$ cat src/rtl/bankreg_pkg.sv
package bankreg_pkg;
    localparam int DW        = 8;
    localparam int PRG_W     = 8;
    localparam int PAT_W     = DW + 1;
    localparam int NUM_PAT   = 8;
    localparam int PAT_SEL_W = $clog2(NUM_PAT);
    localparam int NUM_PRG   = 4;
    localparam int ALT_BIT   = 2;

    typedef enum logic [1:0] {
        SUB_NIBBLE = 2'b00,
        SUB_CTRL   = 2'b01,
        SUB_PRG    = 2'b10,
        SUB_PAT    = 2'b11
    } subspace_e;

    typedef struct packed {
        logic                nibble;
        logic                ctrl;
        logic [NUM_PRG-1:0]  prg;
        logic [NUM_PAT-1:0]  pat;
    } strobe_t;

    typedef struct packed {
        logic [PRG_W-1:0] prg_a;
        logic [PRG_W-1:0] prg_b;
        logic [PRG_W-1:0] prg_win;
        logic [2:0]       prg_mode;
        logic [1:0]       mirror;
        logic             rom_lo_en;
        logic             irq_en;
    } ctl_regs_t;

    typedef struct packed {
        ctl_regs_t                       ctl;
        logic [NUM_PAT-1:0][PAT_W-1:0]   pat;
    } regs_t;
endpackage

$ cat src/rtl/bankreg_decode.sv
module bankreg_decode
    import bankreg_pkg::*;
#(
    parameter logic [3:0] PAGE_ID = 4'h8
) (
    input  logic        wr_en,
    input  logic [15:0] addr,
    output strobe_t     stb
);
    logic hit;

    always_comb begin
        hit = wr_en && (addr[15:12] == PAGE_ID);
        stb = '0;
        if (hit) begin
            unique case (subspace_e'(addr[9:8]))
                SUB_NIBBLE: stb.nibble = 1'b1;
                SUB_CTRL:   stb.ctrl   = 1'b1;
                SUB_PRG:    stb.prg[addr[1:0]] = 1'b1;
                SUB_PAT:    stb.pat[addr[PAT_SEL_W-1:0]] = 1'b1;
                default:    stb = '0;
            endcase
        end
    end
endmodule

$ cat src/rtl/bankreg_ctlnext.sv
module bankreg_ctlnext
    import bankreg_pkg::*;
(
    input  strobe_t         stb,
    input  logic [DW-1:0]   wdata,
    input  ctl_regs_t       cur,
    output ctl_regs_t       nxt
);
    always_comb begin
        nxt = cur;
        if (stb.nibble) begin
            nxt.prg_a[4:1] = wdata[3:0];
        end
        if (stb.ctrl) begin
            nxt.mirror      = wdata[1:0];
            nxt.prg_mode[2] = wdata[4];
            nxt.rom_lo_en   = wdata[5];
            nxt.irq_en      = wdata[7];
        end
        if (stb.prg[0]) begin
            nxt.prg_a = PRG_W'(wdata);
        end
        if (stb.prg[1] || stb.prg[2]) begin
            nxt.prg_b = PRG_W'(wdata);
        end
        if (stb.prg[3]) begin
            nxt.prg_win = PRG_W'(wdata);
        end
    end
endmodule

$ cat src/rtl/bankreg_patlane.sv
module bankreg_patlane
    import bankreg_pkg::*;
#(
    parameter int IDX = 0
) (
    input  logic               wide,
    input  logic [NUM_PAT-1:0] sel,
    input  logic [DW-1:0]      wdata,
    input  logic [PAT_W-1:0]   cur,
    output logic [PAT_W-1:0]   nxt
);
    logic wide_hit;

    generate
        if (IDX % 2 == 0) begin : g_wide
            localparam int WIDE_SUB = (IDX < NUM_PAT / 2) ? IDX / 2 : IDX / 2 + NUM_PAT / 2;
            assign wide_hit = sel[WIDE_SUB];
        end else begin : g_narrow
            assign wide_hit = 1'b0;
        end
    endgenerate

    always_comb begin
        nxt = cur;
        if (!wide) begin
            if (sel[IDX]) nxt[DW-1:0] = wdata;
        end else if (wide_hit) begin
            nxt[PAT_W-1:1] = wdata;
        end
    end
endmodule

$ cat src/rtl/bankreg_regfile.sv
module bankreg_regfile
    import bankreg_pkg::*;
#(
    parameter logic [3:0] PAGE_ID = 4'h8
) (
    input  logic                     clk,
    input  logic                     rst_n,
    input  logic                     wr_en,
    input  logic [15:0]              addr,
    input  logic [DW-1:0]            wdata,
    input  logic [7:0]               cfg,
    output logic [PRG_W-1:0]         prg_a_o,
    output logic [PRG_W-1:0]         prg_b_o,
    output logic [PRG_W-1:0]         prg_win_o,
    output logic [2:0]               prg_mode_o,
    output logic [1:0]               mirror_o,
    output logic                     rom_lo_en_o,
    output logic                     irq_en_o,
    output logic [NUM_PAT*PAT_W-1:0] pat_bank_o
);
    strobe_t                       stb;
    ctl_regs_t                     ctl_nxt;
    logic [NUM_PAT-1:0][PAT_W-1:0] pat_nxt;
    regs_t                         state_d, state_q;

    bankreg_decode #(.PAGE_ID(PAGE_ID)) u_dec (
        .wr_en (wr_en),
        .addr  (addr),
        .stb   (stb)
    );

    bankreg_ctlnext u_ctl (
        .stb   (stb),
        .wdata (wdata),
        .cur   (state_q.ctl),
        .nxt   (ctl_nxt)
    );

    for (genvar i = 0; i < NUM_PAT; i++) begin : g_lane
        bankreg_patlane #(.IDX(i)) u_lane (
            .wide  (cfg[ALT_BIT]),
            .sel   (stb.pat),
            .wdata (wdata),
            .cur   (state_q.pat[i]),
            .nxt   (pat_nxt[i])
        );
    end

    always_comb begin
        state_d     = state_q;
        state_d.ctl = ctl_nxt;
        state_d.pat = pat_nxt;
    end

    always_ff @(posedge clk) begin
        if (!rst_n) state_q <= '0;
        else        state_q <= state_d;
    end

    assign prg_a_o     = state_q.ctl.prg_a;
    assign prg_b_o     = state_q.ctl.prg_b;
    assign prg_win_o   = state_q.ctl.prg_win;
    assign prg_mode_o  = state_q.ctl.prg_mode;
    assign mirror_o    = state_q.ctl.mirror;
    assign rom_lo_en_o = state_q.ctl.rom_lo_en;
    assign irq_en_o    = state_q.ctl.irq_en;
    assign pat_bank_o  = state_q.pat;
endmodule

$ cat config.mk
export PLATFORM = sky130hd
export DESIGN_NAME = bankreg_regfile
export DESIGN_NICKNAME = d
export VERILOG_FILES = /design/src/rtl/bankreg_pkg.sv /design/src/rtl/bankreg_decode.sv /design/src/rtl/bankreg_ctlnext.sv /design/src/rtl/bankreg_patlane.sv /design/src/rtl/bankreg_regfile.sv
export SDC_FILE = /design/constraint.sdc
export NUM_CORES = 1
export LEC_CHECK = 0
export BUFFER_PORTS_ARGS = -buffer_cell sky130_fd_sc_hd__buf_2
export CAP_MARGIN = 15
export CORE_MARGIN = 1
export CORE_UTILIZATION = 50
export CTS_CLUSTER_SIZE = 20
export DETAILED_ROUTE_END_ITERATION = 10
export PLACE_DENSITY = 0.85
export SLEW_MARGIN = 20
export SYNTH_ARGS = -nofsm -noshare
export SYNTH_HDL_FRONTEND = slang
export SYNTH_SLANG_ARGS = --single-unit
$ cat constraint.sdc
create_clock -name clk -period 1.85 [get_ports clk]
set_clock_uncertainty 0.05 [all_clocks]
set_input_delay 0.37 -clock clk [delete_from_list [all_inputs] [get_ports clk]]
set_output_delay 0.37 -clock clk [all_outputs]
set_load 0.1 [all_outputs]
Word-level counts from Yosys, hierarchy flattened
Cells that the tools add are included.
- add/sub/neg operators: 0
- multiply operators: 0
- div/mod/pow operators: 0
- $lt $le $gt $ge: 4
- eq/ne operators: 7
- shift-type cells: 0
- muxes and demuxes: 23
- bitwise logic cells: 1
- reductions and logical operators: 24
- operators by type and width (kind ; number):
    $mux W7 ; 8
    $mux W8 ; 5
    $reduce_and A2 Y1 ; 15
    $mux W14 ; 1
    $mux W4 ; 2
    $reduce_bool A2 Y1 ; 4
    $ne A2 B1 Y1 const B ; 3
    $mux W5 ; 1
    $eq A2 B2 Y1 const B ; 2
    $eq A4 B4 Y1 const B ; 1
    $lt A3 B4 Y1 const B ; 1
    $mux W1 ; 4
    $demux W1 S3 ; 1
    $ge A3 B1 Y1 const B ; 1
    $logic_and A1 B1 Y1 ; 3
    $lt A2 B3 Y1 const B ; 1
    $demux W1 S2 ; 1
    $eq A2 B1 Y1 const B ; 1
    $ge A2 B1 Y1 const B ; 1
    $logic_not A2 Y1 ; 1
    $logic_or A1 B1 Y1 ; 1
    $not A1 Y1 ; 1
- flip-flop bits (word level): 97
- latch bits: 0
- RAM bits: 0
- bits in read-only memories: 0
- bits of input ports: 35
- output and inout bits: 103
- logic and storage cells: 83
- memories: 0

Depth between registers and ports, before layout
Gate-level depths: netlist of the first run.
- word-level depth: 8
- mapped depth: 7
- depth with buffers taken out: 4

By module
A second synthesis of the first run with hierarchy kept.
- cells, all modules: 448
- area total of the unflattened synthesis: 5037.3 µm²
- modules (own cells, without submodules) (module ; instances ; cells each ; area an instance (µm²) ; seq. area each (µm²)):
    bankreg_regfile ; 1 ; 217 ; 2811.4 ; 2062.0
    bankreg_patlane at g_lane[2].u_lane ... ; 3 ; 30 ; 285.3 ; 0.0
    bankreg_patlane at g_lane[1].u_lane ... ; 4 ; 11 ; 152.6 ; 0.0
    bankreg_ctlnext ; 1 ; 43 ; 404.1 ; 0.0
    bankreg_patlane at g_lane[0].u_lane ; 1 ; 27 ; 183.9 ; 0.0
    bankreg_decode ; 1 ; 27 ; 171.4 ; 0.0

Worst setup path before layout of the first run
OpenSTA, ideal clock, no wires.
- kind: input port to flip-flop
- from: input port addr[13]
- to: register state_q (netlist bit prg_a_o[1])
- setup time: 142 ps
- data arrival time: 1506 ps
- required time: 1658 ps
- path slack: 152 ps
- stages: 5
- path buffers: 1
- cells stage by stage: and3b_1 clkbuf_1 nand4_1 mux2i_1 a21oi_1
- word-level cells in the longest chain between the ends: 4
- elaborated cells between the ends (all ways): 5
- those cells by class: eq/ne (1); mux (2); reduce/logical (2)
- ends and longest elaborated chain (item ; RTL line ; text):
    from (decl) ; bankreg_regfile.sv:9 ; input logic [15:0] addr,
    $eq A4 B4 Y1 * ; bankreg_decode.sv:13 ; hit = wr_en && (addr[15:12] == PAGE_ID);
    $logic_and A1 B1 Y1 * ; bankreg_decode.sv:13 ;
    $mux W14 * ; bankreg_decode.sv:15 ; if (hit) begin
    $mux W5 or $reduce_bool A2 Y1 (tied branches) ; -- ;
    to (signal assigned) ; bankreg_regfile.sv:57 ; else state_q <= state_d;
    to (decl) ; bankreg_regfile.sv:24 ; regs_t state_d, state_q;
Mark *: on every way between the ends. The rest lies on a longest branch, timed or not.
A chain may end at the register's enable or synchronous reset.

Final worst setup path of the first run
- from: register state_q (netlist bit pat_bank_o[61])
- to: output port pat_bank_o[61]
- RTL lines (item ; RTL line ; text):
    to (decl) ; bankreg_regfile.sv:19 ; output logic [NUM_PAT*PAT_W-1:0] pat_bank_o
No word-level cell between the ends.

==> flow_summary.yaml, run 1 <==
run_status:
  status: "finished clean"
job:
  drv_cap: 0
synthesis:
  synthCells: 430
  synth_area_um2: 4030
  synthTopCellsByArea: "dfxtp_1 48%, mux2i_1 13%, nor2_1 4.0%"
  async_flop_share_pct: 0
  synth-seq-area-share_pct: 48.2
  ys_types: 45
  synth_ff_type: "dfxtp_1"
  synth-edff-count: 0
  synth_top_area_share_pct: 48.2
  yosys.area.top_type: "dfxtp_1"
  synth_commonest_cells: "97 x dfxtp_1, 51 x mux2i_1, 43 x nor2_1, 34 x nand2_1, 31 x a21oi_1"
  yosysMostFrequentCell: "dfxtp_1"
  yosysWarningCount: 0
  syn_area_per_cell_um2: 9.36
  ys_ff_latch: 97
layout:
  multi_input_area_um2: 1880
  drive_gt1_share_pct: 30.4
  antenna_cells: 0
  stdcell_area_um2: 4950
  areaGrowthSynthToFinish_pct: 22.9
  nNetsFinal: 580
  nFillCells: 652
  ff_latch_area_um2: 1940
timing:
  rsz0062_at_grt: "false"
  setup_viol: 0
  max_freq_ghz: 0.627
  holdWs_ns: 0.278
  finalCritPeriodShare_pct: 86.2
  setup_ws_ns: 0.255
  fin_crit_ns: 1.60
  finalHoldViolations: 0
  slew_viol_final: 0
worst_hold_path:
  hold_path_depth: 3
  hp-class: "input port to flop"
  holdPathEnd: "pat_bank_o[44]$_SDFFE_PN0P_"
  worstHoldStart: "rst_n"
clock_tree:
  cts_buffers: 9
  cts.clk_slew.worst_paths_ns: 0.10
  clock-sinks: 97
  cts_setup_buffers: 0
  cts_tree: "done"
  post_cts_resized: 0
  cts_buffer_depth: 2
  cts.htree.levels: 3
  clk_latency_ns: 0.36
  cts_root_buf: "clkbuf_8"
  postCtsHoldBufs: 0
worst_setup_path:
  critical_path_arrival_ns: 1.18
  r2r-start: "pat_bank_o[7]$_SDFFE_PN0N_"
  startpoint_type: "flop"
  r2r_setup_slack_ns: 1.06
  path_cells: "buf_2"
  critPathTopFamily: "buffers and inverters"
  required_ns: 1.43
  timing.rr.end: "pat_bank_o[7]$_SDFFE_PN0N_"
  worst_setup_path_end_kind: "output port"
  cp_slowest_stage_delay_ns: 0.44
  reg2reg_depth: 2
  crit_fanout: 2
  crit_type: "flop to output port"
  crit_buf_inv: 1
  crit_slowest_cell: "buf_2"
route:
  drt_drc_violations_left: 0
  drt_wl_total_um: 10400
  first_pass_iters: 5
  antenna_left: 0
  wl_per_cell_um: 15.9
  vias_per_cell: 5.52
  first_iter_violations: 210
  vias: 3600
global_route:
  antenna_found_initial: 0
  grtUsageTotal_pct: 24.6
  grt_pass1_wl_um: 16400
  grt_max_degree: 48
  overflow: 0
  grt_pass1_vias: 3319
power_and_ir_drop:
  power_density_nw_per_um2: 757
  p_leak_nw: 2.41
  peakVddDrop_uv: 411
placed_design:
  dp_slack_ns: -0.0667
  postPlaceCellArea_um2: 4750
  hpwlAfterDp_um: 7470
  portBuffers: 117
  gp_congestion: 0.869
die:
  dieArea_um2: 8410
  num_rows: 32
  io_pins: 138
  die_h_um: 91.7
  die_width_um: 91.7
  core_um2: 7770
  start_util_pct: 51.8
-- final cells by class --
type / instances / area share, %
repair buffers: 143 / 16.0
multi-input cells: 291 / 38.0
clock inverters: 7 / 1.42
inverters: 3 / 0.228
flip-flops and latches: 97 / 39.3
well taps: 102 / 2.58
clock buffers: 9 / 2.50
-- layer usage --
layer / wire length [um] / track usage, % / vias up / part of all wire, %
li1: - / - / 1741 / -
met1: 4230 / 30.4 / 1683 / 41
met2: 5230 / 42.2 / 154 / 50
met3: 763 / 5.22 / 22 / 7.4
met4: 152 / 8.72 / 0 / 1.5
met5: 0 / 0 / - / 0
-- kinds of logic (layout without fill, tap and decap cells) --
| kind of cell | Yosys count | in the layout | share of synthesized area, % |
|---|---|---|---|
| xor gates and xnor gates | 3 | 3 | 0.653 |
| and+or+nand+nor | 138 | 138 | 18.3 |
| buffers and inverters | 47 | 162 | 5.56 |
| DFF | 97 | 97 | 48.2 |
| muxes | 51 | 51 | 12.7 |
| other | 1 | 6 | 0.0932 |
| AOI/OAI and AO/OA | 93 | 93 | 14.5 |
-- worst max-delay path by stage --
| stage | end | from | slack, ns | cells after the start |
|---|---|---|---|---|
| floorplan | prg_a_o[1]$_SDFFE_PN0P_ | addr[13] | 0.15 | 5 |
| global placement | pat_bank_o[20]$_SDFFE_PN0P_ | addr[13] | -0.006 | 5 |
| detailed placement | pat_bank_o[20]$_SDFFE_PN0P_ | addr[13] | -0.07 | 5 |
| CTS | pat_bank_o[61] | pat_bank_o[61]$_SDFFE_PN0P_ | 0.25 | 1 |
| global route | pat_bank_o[20]$_SDFFE_PN0P_ | addr[13] | 0.21 | 5 |
| finish | pat_bank_o[61] | pat_bank_o[61]$_SDFFE_PN0P_ | 0.25 | 1 |
-- sequential cells by signal, summed over array words and instances, names as in the netlist --
register / flops
prg_win_o: 8
prg_b_o: 8
irq_en_o: 1
prg_mode_o: 1
rom_lo_en_o: 1
pat_bank_o: 68
mirror_o: 2
prg_a_o: 8
-- metrics by stage --
| step | cells | total power [mW] | util, % | TNS (ns) |
|---|---|---|---|---|
| after floorplan | 435 | 2.38 | - | 0 |
| after global placement | 636 | 2.46 | 61.2 | -0.0249 |
| after detailed placement | 636 | 2.46 | 61.2 | -0.323 |
| after CTS | 652 | 3.77 | 63.7 | 0 |
| after global routing | 652 | 3.87 | 63.7 | 0 |
| final | 652 | 3.75 | 63.7 | 0 |
-- worst reg2reg max path, delay by kind of cell, from the launching register on --
family / cells / cell delay, ns
compound gates: 1 / 0.23
flops: 1 / 0.37
simple gates: 1 / 0.06
-- report_power, final --
part           total, mW  switching (mW)  internal (mW)
Combinational      0.330           0.249         0.0813
Clock               1.33           0.800          0.526
Sequential          2.09         0.00154           2.09
-- placed cells by master, fill, tap and decap left out, types with 10 or more instances in the layout --
cell,Yosys,routed
a21oi_1,31,31
nand3_1,22,22
buf_4,9,25
nor2_1,43,43
mux2i_1,51,51
a211oi_1,19,19
o21ai_0,13,13
o21ai_1,10,10
nand2_1,34,34
dfxtp_1,97,97
buf_2,11,117
(Power assumes the default switching activity.)
==> inputs of run 2 (changes only) <==
--- a/config.mk
+++ b/config.mk
@@ -5,14 +5,16 @@
 export SDC_FILE = /design/constraint.sdc
 export NUM_CORES = 1
 export LEC_CHECK = 0
+export ABC_AREA = 1
 export BUFFER_PORTS_ARGS = -buffer_cell sky130_fd_sc_hd__buf_2
 export CAP_MARGIN = 15
 export CORE_MARGIN = 1
-export CORE_UTILIZATION = 50
+export CORE_UTILIZATION = 54
 export CTS_CLUSTER_SIZE = 20
 export DETAILED_ROUTE_END_ITERATION = 10
-export PLACE_DENSITY = 0.85
+export PLACE_DENSITY = 0.86
 export SLEW_MARGIN = 20
 export SYNTH_ARGS = -nofsm -noshare
 export SYNTH_HDL_FRONTEND = slang
+export SYNTH_HIERARCHICAL = 1
 export SYNTH_SLANG_ARGS = --single-unit
==> flow_summary.yaml, run 2 <==
global_route:
  grt_pass1_wl_um: 20400
  antenna_found_initial: 0
  overflow: 0
  grt_pass1_vias: 4454
  grtUsageTotal_pct: 25.0
  grt_max_degree: 104
synthesis:
  synth-edff-count: 0
  synth_nets: 889
  synth_ff_type: "dfxtp_1"
  synthCells: 854
  yosysMostFrequentCell: "nand2_1"
  synth_commonest_cells: "336 x nand2_1, 156 x inv_1, 104 x nand3_1, 103 x dfxtp_1, 29 x inv_2"
  syn_area_per_cell_um2: 6.37
  yosysWarningCount: 6
  yosys.area.top_type: "dfxtp_1"
  synth-seq-area-share_pct: 37.9
  ys_ff_latch: 103
  synth_top_area_share_pct: 37.9
  synth_area_um2: 5440
  ys_types: 24
  synthTopCellsByArea: "dfxtp_1 38%, nand2_1 23%, inv_1 11%"
  async_flop_share_pct: 0
power_and_ir_drop:
  p_leak_nw: 4.25
  peakVddDrop_uv: 523
  p_total_mw: 3.94
  power_density_nw_per_um2: 623
layout:
  largest_register_ffs: 72
  antenna_cells: 0
  nNetsFinal: 1001
  mostFrequentLayoutCells: "336 x nand2_1, 156 x inv_1, 123 x buf_2, 104 x nand3_1, 103 x dfxtp_1"
  drive_gt1_share_pct: 22.8
  postLayoutCoreUtil_pct: 64.6
  areaGrowthSynthToFinish_pct: 16.1
  instances_no_fill: 1104
  layout_commonest_cell: "nand2_1"
  stdcell_area_um2: 6320
worst_setup_path:
  reg2reg_depth: 6
  timing.rr.end: "pat_bank_o[61]$_SDFF_PN0_"
  r2r_setup_slack_ns: 1.03
  startpoint_type: "flop"
  r2r-start: "pat_bank_o[61]$_SDFF_PN0_"
  critical_path_arrival_ns: 1.19
  worst_setup_path_end_kind: "output port"
  cp_slowest_stage_delay_ns: 0.44
  path_cells: "buf_2"
  crit_fanout: 2
  crit_slowest_cell: "buf_2"
  critPathTopFamily: "buffers and inverters"
  required_ns: 1.43
  path_depth: 1
  crit_type: "flop to output port"
  crit_buf_inv: 1
clock_tree:
  clock-sinks: 103
  postCtsHoldBufs: 0
  cts_buffer_depth: 2
  cts.htree.levels: 3
  cts_root_buf: "clkbuf_8"
  cts_tree: "done"
  cts.clk_slew.worst_paths_ns: 0.10
  cts_buffers: 9
  cts_setup_buffers: 0
  post_cts_resized: 0
  clk_latency_ns: 0.36
route:
  vias: 5181
  wl_per_cell_um: 11.5
  first_iter_violations: 214
  drt_wl_total_um: 12700
  vias_per_cell: 4.69
  drt_drc_violations_left: 0
  antenna_left: 0
  first_pass_iters: 5
placed_design:
  hpwlAfterDp_um: 8500
  portBuffers: 123
  gp_congestion: 0.802
  dpl.cell_count: 1088
  dp_slack_ns: 0.0784
  postPlaceCellArea_um2: 6110
job:
  drv_cap: 0
die:
  dieArea_um2: 10500
  die_width_um: 102
  start_util_pct: 55.7
  die_h_um: 102
  core_um2: 9770
  num_rows: 36
  io_pins: 138
timing:
  setup_ws_ns: 0.242
  finalCritPeriodShare_pct: 86.9
  setup_viol: 0
  fin_crit_ns: 1.61
  slew_headroom_pct: 66.7
  max_freq_ghz: 0.622
  finalHoldViolations: 0
  holdWs_ns: 0.390
  tightest_slew_ns: 0.503
  fin_tns_setup_ns: 0
  rsz0062_at_grt: "false"
  slew_viol_final: 0
worst_hold_path:
  hold_path_depth: 2
  hp-class: "flop to flop"
  worstHoldStart: "prg_mode_o[0]$_SDFF_PN0_"
  holdPathEnd: "prg_mode_o[0]$_SDFF_PN0_"
run_status:
  status: "finished clean"
==> run 2: cell types whose count changed after synthesis, moves of 10 or more <==
cell	change
nor2_1	-19
inv_2	+29
mux2i_1	-51
nand2_1	+302
nor2_2	+10
nand3_1	+82
a21oi_1	-20
inv_1	+153
a211oi_1	-19
buf_6	+18
clkbuf_1	-22
==> run 2: kinds of logic (layout without fill, tap and decap cells) <==
kind of cell    count (synthesis)  in the layout  synth area share [%]
flops                         103            103                  37.9
buf+inv                       233            350                  20.6
simple gates                  487            487                  37.7
compound gates                 31             31                  3.82
==> run 2: report_power, final <==
group	switching [mW]	internal [mW]
sequential	0.00188	2.22
clock	0.803	0.649
combinational	0.208	0.0555
==> run 2: how the worst max path moves through the flow <==
stage / from / end / slack, ns
after floorplan: addr[13] / prg_a_o[5]$_SDFF_PN0_ / 0.34
after global placement: addr[13] / prg_a_o[4]$_SDFF_PN0_ / 0.10
after detailed placement: addr[13] / prg_a_o[4]$_SDFF_PN0_ / 0.08
after CTS: pat_bank_o[61]$_SDFF_PN0_ / pat_bank_o[61] / 0.23
after global routing: pat_bank_o[61]$_SDFF_PN0_ / pat_bank_o[61] / 0.19
final: pat_bank_o[61]$_SDFF_PN0_ / pat_bank_o[61] / 0.24
==> run 2: worst reg2reg max path, cell delays in order, from the launching register on <==
cell     delay [ns]
dfxtp_1        0.38
inv_2          0.05
nand2_1        0.06
nand3_1        0.06
nand2_1        0.07
nand2_1        0.05
inv_1          0.06
==> run 2: cell type report <==
type / instances / area (um2)
Inverter: 194 / 758
Clock buffer: 10 / 128
Multi-Input combinational cell: 518 / 2260
Timing Repair Buffer: 140 / 868
Tap cell: 133 / 166
Fill cell: 949 / 3460
Clock inverter: 6 / 76.3
Sequential cell: 103 / 2060
==> run 2: routing by layer <==
metal  share of wire, %  global-route usage [%]  up-vias
met3                7.7                    6.02       14
met5                  0                       0        -
met4                1.2                    7.58        0
met1                 43                    31.3     2289
li1                   -                       -     2719
met2                 49                    42.3      159
==> inputs of run 3 (changes only) <==
--- a/config.mk
+++ b/config.mk
@@ -6,13 +6,14 @@
 export NUM_CORES = 1
 export LEC_CHECK = 0
 export ABC_AREA = 1
+export ABC_CLOCK_PERIOD_IN_PS = 1980
 export BUFFER_PORTS_ARGS = -buffer_cell sky130_fd_sc_hd__buf_2
 export CAP_MARGIN = 15
 export CORE_MARGIN = 1
-export CORE_UTILIZATION = 54
+export CORE_UTILIZATION = 58
 export CTS_CLUSTER_SIZE = 20
 export DETAILED_ROUTE_END_ITERATION = 10
-export PLACE_DENSITY = 0.86
+export PLACE_DENSITY = 0.91
 export SLEW_MARGIN = 20
 export SYNTH_ARGS = -nofsm -noshare
 export SYNTH_HDL_FRONTEND = slang
==> constraint.sdc (replaced) <==
create_clock -name clk -period 1.98 [get_ports clk]
set_clock_uncertainty 0.05 [all_clocks]
set_input_delay 0.396 -clock clk [delete_from_list [all_inputs] [get_ports clk]]
set_output_delay 0.396 -clock clk [all_outputs]
set_load 0.1 [all_outputs]
==> flow_summary.yaml, run 3 (same netlist as run 2, synthesis figures left out) <==
run_status:
  status: "finished clean"
die:
  dieArea_um2: 9770
  die_width_um: 98.9
  core_um2: 8890
  io_pins: 138
  die_h_um: 98.9
  start_util_pct: 61.2
  num_rows: 34
clock_tree:
  cts_buffers: 9
  post_cts_resized: 0
  cts_setup_buffers: 0
  clock-sinks: 103
  postCtsHoldBufs: 0
  cts_root_buf: "clkbuf_8"
  clk_latency_ns: 0.37
  cts_tree: "done"
  cts.htree.levels: 3
  cts_buffer_depth: 2
  cts.clk_slew.worst_paths_ns: 0.11
layout:
  nFillCells: 782
  drive_gt1_share_pct: 23.0
  stdcell_area_um2: 6230
  antenna_cells: 0
  layout_commonest_cell: "nand2_1"
  largest_register_ffs: 72
  areaGrowthSynthToFinish_pct: 14.6
  postLayoutCoreUtil_pct: 70.1
  mostFrequentLayoutCells: "336 x nand2_1, 156 x inv_1, 123 x buf_2, 104 x nand3_1, 103 x dfxtp_1"
  nNetsFinal: 1003
timing:
  finalCritPeriodShare_pct: 82.8
  max_freq_ghz: 0.610
  finalHoldViolations: 0
  fin_tns_setup_ns: 0
  setup_viol: 0
  slew_headroom_pct: 66.7
  fin_crit_ns: 1.64
  rsz0062_at_grt: "false"
  slew_viol_final: 0
  tightest_slew_ns: 0.502
worst_setup_path:
  crit_fanout: 2
  required_ns: 1.53
  crit_type: "flop to output port"
  path_cells: "buf_2"
  crit_slowest_cell: "buf_2"
  cp_slowest_stage_delay_ns: 0.45
  crit_buf_inv: 1
  critical_path_arrival_ns: 1.19
  critPathTopFamily: "buffers and inverters"
  startpoint_type: "flop"
  worst_setup_path_end_kind: "output port"
  r2r_setup_slack_ns: 1.10
route:
  antenna_left: 0
  first_pass_iters: 5
  wl_per_cell_um: 12.0
  drt_drc_violations_left: 0
  vias: 5214
  drt_wl_total_um: 12900
  vias_per_cell: 4.82
  first_iter_violations: 271
job:
  drv_cap: 0
global_route:
  grt_pass1_vias: 4819
  grtUsageTotal_pct: 27.5
  antenna_found_initial: 0
  grt_max_degree: 48
  overflow: 0
  grt_pass1_wl_um: 21600
placed_design:
  gp_congestion: 0.823
  portBuffers: 123
  postPlaceCellArea_um2: 6030
  hpwlAfterDp_um: 8740
power_and_ir_drop:
  p_total_mw: 3.70
  p_leak_nw: 4.25
  power_density_nw_per_um2: 593
  peakVddDrop_uv: 454
worst_hold_path:
  hp-class: "flop to flop"
## run 3: changes by cell type in the layout (fill, tap and decap cells not counted), sizes merged
cell / delta
clkinvlp: +1
clkbuf: -1
clkinv: -2
inv: +2
buf: +2
## run 3: area by class of cell
class / count / area (um2) / area share, %
Clock buffer: 9 / 124 / 1.99
Clock inverter: 7 / 77.6 / 1.24
Inverter: 194 / 758 / 12.2
Multi-Input combinational cell: 518 / 2260 / 36.2
Sequential cell: 103 / 2060 / 33.1
Tap cell: 108 / 135 / 2.17
Timing Repair Buffer: 142 / 821 / 13.2
## run 3: tightest hold or removal path, delay by kind of cell (launching register included)
| kind | cells | cell delay, ns |
|---|---|---|
| buffers and inverters | 1 | 0.03 |
| DFF | 1 | 0.32 |
| and+or+nand+nor | 1 | 0.06 |
## run 3: worst paths after layout
path,end,startpoint,depth (start not counted)
worst max-delay path,pat_bank_o[59],pat_bank_o[59]$_SDFF_PN0_,1
worst max register to register,pat_bank_o[55]$_SDFF_PN0_,pat_bank_o[55]$_SDFF_PN0_,6
worst min-delay path,prg_mode_o[1]$_SDFF_PN0_,prg_mode_o[1]$_SDFF_PN0_,2
worst min register to register,prg_mode_o[1]$_SDFF_PN0_,prg_mode_o[1]$_SDFF_PN0_,2
## run 3: stage by stage
stage	std cells	setup slack, ns	hold slack, ns
2_1_floorplan	854	0.443	0.536
3_3_place_gp	1065	0.0952	0.368
3_5_place_dp	1065	0.0236	0.380
4_1_cts	1081	0.327	0.385
5_1_grt	1081	0.276	0.410
6_report	1081	0.341	0.395
## run 3: power breakdown
part / total [mW] / internal, mW / switching, mW
clock network: 1.37 / 0.601 / 0.770
registers: 2.08 / 2.07 / 0.00176
logic: 0.253 / 0.0557 / 0.197
total: 3.70 / 2.73 / 0.969
## run 3: metal layers
| layer | track usage [%] | wire length (um) | vias to the layer above |
|---|---|---|---|
| met2 | 47.2 | 6050 | 199 |
| met3 | 6.67 | 1140 | 21 |
| met1 | 33.4 | 5510 | 2273 |
| li1 | - | - | 2721 |
| met4 | 9.99 | 240 | 0 |
| met5 | 0 | 0 | - |
